$ cat src/rtl/gf2m_systolic_mul.sv
module gf2m_systolic_mul #(
  parameter int M = 8
) (
  input  logic         clk,
  input  logic         rst,
  input  logic         in_valid,
  input  logic [M-1:0] in_a,
  input  logic [M-1:0] in_b,
  input  logic [M-1:0] in_p,
  output logic         out_valid,
  output logic [M-1:0] out_product
);
  localparam int LAT = 3 * M;

  logic [M-1:0] ra, rb, rp;
  logic         rv;
  logic [LAT-2:0] vch;

  always_ff @(posedge clk) begin
    if (rst) begin
      ra <= '0; rb <= '0; rp <= '0; rv <= 1'b0; vch <= '0;
    end else begin
      rv  <= in_valid;
      vch <= {vch[LAT-3:0], rv};
      if (in_valid) begin
        ra <= in_a; rb <= in_b; rp <= in_p;
      end
    end
  end

  logic [M-1:0] a_row0, p_row0, b_row;

  for (genvar j = 0; j < M; j++) begin : g_opskew
    localparam int D = M - 1 - j;
    if (D == 0) begin : g_direct
      assign a_row0[j] = ra[j];
      assign p_row0[j] = rp[j];
    end else begin : g_chain
      logic [D-1:0] sa, sp;
      always_ff @(posedge clk) begin
        if (rst) begin
          sa <= '0; sp <= '0;
        end else begin
          sa[0] <= ra[j];
          sp[0] <= rp[j];
          for (int k = 1; k < D; k++) begin
            sa[k] <= sa[k-1];
            sp[k] <= sp[k-1];
          end
        end
      end
      assign a_row0[j] = sa[D-1];
      assign p_row0[j] = sp[D-1];
    end
  end

  for (genvar i = 0; i < M; i++) begin : g_bskew
    localparam int D = 2 * i;
    if (D == 0) begin : g_direct
      assign b_row[i] = rb[M-1-i];
    end else begin : g_chain
      logic [D-1:0] sb;
      always_ff @(posedge clk) begin
        if (rst) sb <= '0;
        else begin
          sb[0] <= rb[M-1-i];
          for (int k = 1; k < D; k++) sb[k] <= sb[k-1];
        end
      end
      assign b_row[i] = sb[D-1];
    end
  end

  logic [M-1:0] c_q [M];
  logic [M-1:0] d_q [M];
  logic [M-1:0] a1 [M-1];
  logic [M-1:0] a2 [M-1];
  logic [M-1:0] p1 [M-1];
  logic [M-1:0] p2 [M-1];
  logic [M-2:0] bq [M];
  logic [M-2:0] kq [M];
  logic [M-1:1] krow;

  logic [M-1:0] a_in [M];
  logic [M-1:0] p_in [M];
  logic [M-1:0] b_in [M];
  logic [M-1:0] k_in [M];
  logic [M-1:0] c_in [M];
  logic [M-1:0] d_in [M];

  always_comb begin
    for (int i = 0; i < M; i++) begin
      for (int j = 0; j < M; j++) begin
        if (i == 0) begin
          a_in[i][j] = a_row0[j];
          p_in[i][j] = p_row0[j];
        end else begin
          a_in[i][j] = a2[(i == 0) ? 0 : i-1][j];
          p_in[i][j] = p2[(i == 0) ? 0 : i-1][j];
        end
        if (j == M-1) begin
          b_in[i][j] = b_row[i];
          k_in[i][j] = (i != 0) && krow[(i == 0) ? 1 : i];
        end else begin
          b_in[i][j] = bq[i][(j == M-1) ? 0 : j];
          k_in[i][j] = kq[i][(j == M-1) ? 0 : j];
        end
        if (i == 0 || j == 0) begin
          c_in[i][j] = 1'b0;
          d_in[i][j] = 1'b0;
        end else begin
          c_in[i][j] = c_q[(i == 0) ? 0 : i-1][(j == 0) ? 0 : j-1];
          d_in[i][j] = d_q[(i == 0) ? 0 : i-1][(j == 0) ? 0 : j-1];
        end
      end
    end
  end

  always_ff @(posedge clk) begin
    if (rst) begin
      krow <= '0;
      for (int i = 0; i < M; i++) begin
        c_q[i] <= '0; d_q[i] <= '0; bq[i] <= '0; kq[i] <= '0;
      end
      for (int i = 0; i < M-1; i++) begin
        a1[i] <= '0; a2[i] <= '0; p1[i] <= '0; p2[i] <= '0;
      end
    end else begin
      for (int i = 0; i < M; i++) begin
        c_q[i] <= c_in[i] ^ (b_in[i] & a_in[i]);
        d_q[i] <= d_in[i] ^ (k_in[i] & p_in[i]);
        bq[i]  <= b_in[i][M-1:1];
        kq[i]  <= k_in[i][M-1:1];
      end
      for (int i = 0; i < M-1; i++) begin
        a1[i] <= a_in[i]; a2[i] <= a1[i];
        p1[i] <= p_in[i]; p2[i] <= p1[i];
      end
      for (int i = 1; i < M; i++)
        krow[i] <= c_q[i-1][M-1] ^ d_q[i-1][M-1];
    end
  end

  logic [M-1:0] w_q, w_al;

  always_ff @(posedge clk) begin
    if (rst) w_q <= '0;
    else     w_q <= c_q[M-1] ^ d_q[M-1];
  end

  for (genvar j = 0; j < M; j++) begin : g_deskew
    if (j == 0) begin : g_direct
      assign w_al[j] = w_q[j];
    end else begin : g_chain
      logic [j-1:0] sw;
      always_ff @(posedge clk) begin
        if (rst) sw <= '0;
        else begin
          sw[0] <= w_q[j];
          for (int k = 1; k < j; k++) sw[k] <= sw[k-1];
        end
      end
      assign w_al[j] = sw[j-1];
    end
  end

  always_ff @(posedge clk) begin
    if (rst) begin
      out_valid   <= 1'b0;
      out_product <= '0;
    end else begin
      out_valid   <= vch[LAT-2];
      out_product <= vch[LAT-2] ? w_al : '0;
    end
  end
endmodule

$ cat config.mk
export PLATFORM = sky130hd
export DESIGN_NAME = gf2m_systolic_mul
export DESIGN_NICKNAME = d
export VERILOG_FILES = /design/src/rtl/gf2m_systolic_mul.sv
export SDC_FILE = /design/constraint.sdc
export NUM_CORES = 1
export LEC_CHECK = 0
export ABC_AREA = 1
export BUFFER_PORTS_ARGS = -buffer_cell sky130_fd_sc_hd__buf_2
export CORE_ASPECT_RATIO = 0.75
export CORE_UTILIZATION = 24
export CTS_CLUSTER_DIAMETER = 50
export DETAILED_ROUTE_END_ITERATION = 12
export GPL_TIMING_DRIVEN = 1
export HOLD_SLACK_MARGIN = 0.12
export SLEW_MARGIN = 25
export SYNTH_ARGS = -nofsm -noshare
export SYNTH_HDL_FRONTEND = slang
export SYNTH_SLANG_ARGS = --single-unit
export TNS_END_PERCENT = 30
$ cat constraint.sdc
create_clock -name clk -period 0.8 [get_ports clk]
set_input_delay 0.04 -clock clk [delete_from_list [all_inputs] [get_ports clk]]
set_output_delay 0.04 -clock clk [all_outputs]
set_load 0.02 [all_outputs]
==> implementation parameters <==
Parameter                              Value

STA
  Share of the cycle needed by the critical path after routing ... 140.4%
  Final worst setup slack ... -0.3233 ns
  Final setup skew ... 0.009812 ns
  Setup total negative slack ... -7.648 ns
  Final count of pins violating max slew ... 0
  Worst slew pin tran ... 0.4525 ns
  Highest attainable clock frequency ... 890.2 MHz
  Worst hold margin ... -0.1476 ns
  Hold Vio Cnt, Final ... 52
  Setup Viol. Count Final ... 76
  Min cycle time layout ... 1.123 ns
  Unrepaired setup endpoints after global routing ... yes
  Tightest slew margin relative to the limit ... 69.84%

Die
  I/O pin count ... 36
  Floorplan die area ... 0.08467 mm2
  Die Y ... 252.3 um
  Row count ... 91
  Placeable core region ... 0.08243 mm2
  Die width ... 335.7 um
  Starting Density ... 24.31%

Power
  Sequential fraction of design power ... 55.5%
  Worst IR Drop VDD ... 1507 uV
  Sw Share ... 20.34%
  Gate power share ... 2.6%
  Total power density per cell area ... 2516 mW/mm2
  Net switching power of the design ... 12.18 mW
  Lkg Pwr ... 9.082 nW
  Internal power ... 47.68 mW
  Clock power frac ... 41.9%

Clocking
  Setup Fix Bufs, Post-CTS ... 0
  Number of buffers added by the clock tree synthesis step ... 51
  Root Buffer Master ... clkbuf_16
  Max Root-Sink Buffers ... 3
  Number of levels the H-tree was split into ... 2
  TritonCTS clock tree ... done
  Clock input transition at the sequential cells of the worst setup and hold paths ... 0.07 ns
  Clock sink total ... 661
  Clock latency on the worst-skew pair ... 0.58 ns

Global route
  Overflow left after global routing ... 0
  Wire length of the first global-routing pass ... 47.18 mm
  Antenna violations before repair ... 0
  Largest net degree at the start of global routing ... 47
  All-layer global routing usage ... 6.485%
  Number of global-route vias before repair ... 10740

Cells and area
  Area growth syn-to-layout ... 18.71%
  Number of fillers in the final layout ... 8738
  Most common cell after layout, fill and taps aside ... nor2_1
  Final Instance Area ... 0.02379 mm2
  Most frequent cells in the layout ... 684 x nor2_1, 652 x dfxtp_1, 502 x inv_1
  Diodes inserted ... 0
  Fraction of final layout cells with drive strength greater than 1 ... 7.857%
  Number of nets in the final layout ... 2417
  Final core utilization ... 28.86%

Outcome
  Violated checks ... negative hold slack, negative setup slack
  Run status ... finished, violations left

Critical path
  Slowest stage cell, crit path ... dfxtp_4
  Worst Path Required ... 0.76 ns
  CP max FO ... 1
  CP Buf/Inv Count ... 1
  Critical Path Max Stage Delay ... 0.37 ns
  Chain of cells forming the critical path ... buf_6
  Crit path max-delay family ... flip-flops
  Worst setup path category ... reg -> out
  Arrival time reported for the critical path endpoint ... 1.08 ns
  Crit path capture type ... primary output
  Startpoint types ... register

Detailed routing
  Final routed wire length divided by cell count ... 7.458 um
  Remaining routing DRC violations ... 0
  First-iteration detailed-routing DRC count ... 380
  Iteration count of the initial detailed-routing pass ... 4
  Detailed Route WL ... 26.45 mm
  Final antenna-violating net count ... 0
  Avg Vias per Cell ... 3.309
  Total via count in the routed design ... 11740

Synth
  Synthesized area per cell ... 8.790 um2
  Synthesized netlist net count ... 2307
  Total number of yosys warnings ... 0
  Portion of synthesized cell area occupied by the leading cell type ... 66.03%
  Seq cells post-synth ... 661
  Gate Count Post-Synth ... 2280
  Portion of the post-synthesis area used by sequential elements ... 66.03%
  Leading area contributor after synthesis ... dfxtp_1
  Main area contributors after synthesis ... dfxtp_1 66%, nor2_1 13%, inv_1 9.4%, buf_6 3.0%, nand2_1 2.5%
  Total standard cell area after synthesis ... 0.02004 mm2
  Distinct cell type count after synthesis ... 16

Place
  Area after DPL ... 0.02158 mm2
  Port Buffer Count ... 35
  Routability cong. ... 0.7099
  HPWL after detailed placement ... 15.98 mm

Flow run
  Max cap viols ... 0

Min path
  Hold Crit Class ... in -> reg
## metrics by stage
stage	std cells	power (mW)	setup WS, ns
after detailed placement	3407	35.35	-0.04517
after floorplan	2280	34.99	0.2060
after global placement	3407	35.34	-0.03988
after global routing	3547	62.30	-0.3857
after CTS	3548	60.77	-0.3865
final	3547	59.86	-0.3233
## worst reg2reg max path: cells and delay by family, from the launching register on
family | cells | cell delay (ns)
AND/OR/NAND/NOR | 3 | 0.31
flip-flops | 1 | 0.33
## logic make-up after synthesis
kind of cell | count (synthesis) | synth area share, %
and+or+nand+nor | 924 | 17.97
buffers and inverters | 580 | 13.12
AOI/OAI and AO/OA | 115 | 2.872
DFF | 661 | 66.03
## synthesized netlist by cell type
master and count:
dfxtp_1 661, nor3_1 14, inv_1 502, nand3_1 91, clkbuf_1 1, nand2_2 1
o21ai_1 5, buf_4 11, buf_2 9, o21ai_0 19, nor2_1 684, clkbuf_2 2
a21oi_1 91, buf_6 53, nand2_1 134, inv_2 2
## timing repair
action,in CTS,in global routing
pin swaps,0,0
resized for setup,29,14
hold buffers,47,6
cloned,0,0
hold endpoints to repair,661,461
setup endpoints to repair,9,250
## worst paths after layout
kind	start	end	depth (start not counted)	slack, ns
min reg2reg	g_opskew[0].g_chain.sp[3]$_SDFF_PP0_	g_opskew[0].g_chain.sp[4]$_SDFF_PP0_	2	0.40
max reg2reg	bq[1][26]$_SDFF_PP0_	c_q[1][29]$_SDFF_PP0_	3	0.10
max	out_product[2]$_SDFF_PP0_	out_product[2]	1	-0.32
min	rst	kq[0][12]$_SDFF_PP0_	3	-0.15
## flip-flops by register name (all words and copies together) (netlist names)
signal	cells
ra	8
bq	56
krow	7
out_valid	1
a1	56
g_opskew.g_chain.sp	28
rp	8
g_bskew.g_chain.sb	56
a2	56
d_q	56
w_q	8
p2	56
vch	23
kq	49
g_deskew.g_chain.sw	28
out_product	8
g_opskew.g_chain.sa	28
c_q	64
rb	8
rv	1
p1	56
## routing by layer
layer | up-vias | global-route usage (%) | wire length, um
li1 | 6789 | - | -
met1 | 4798 | 8.360 | 13840
met2 | 107 | 10.37 | 10860
met3 | 44 | 1.903 | 1228
met4 | 0 | 2.048 | 523
met5 | - | 0 | 0
## final cells by class
| cell class | instances | area [um2] | share of cell area (%) |
|---|---|---|---|
| tap | 1116 | 1396 | 5.870 |
| clock buffer | 78 | 1529 | 6.427 |
| inverter | 504 | 1894 | 7.963 |
| clock inverter | 16 | 147.6 | 0.6206 |
| timing repair buffer | 133 | 1385 | 5.822 |
| sequential | 661 | 13250 | 55.69 |
| multi-input combinational | 1039 | 4188 | 17.60 |
## power by group through the flow
stage                     combinational [mW]  clock [mW]  sequential, mW
after floorplan                         1.05           0            33.9
after global placement                  1.38           0            34.0
after detailed placement                1.39           0            34.0
after CTS                               1.56        26.0            33.2
after global routing                    1.76        27.3            33.2
final                                   1.56        25.1            33.2
(Power assumes the default switching activity.)
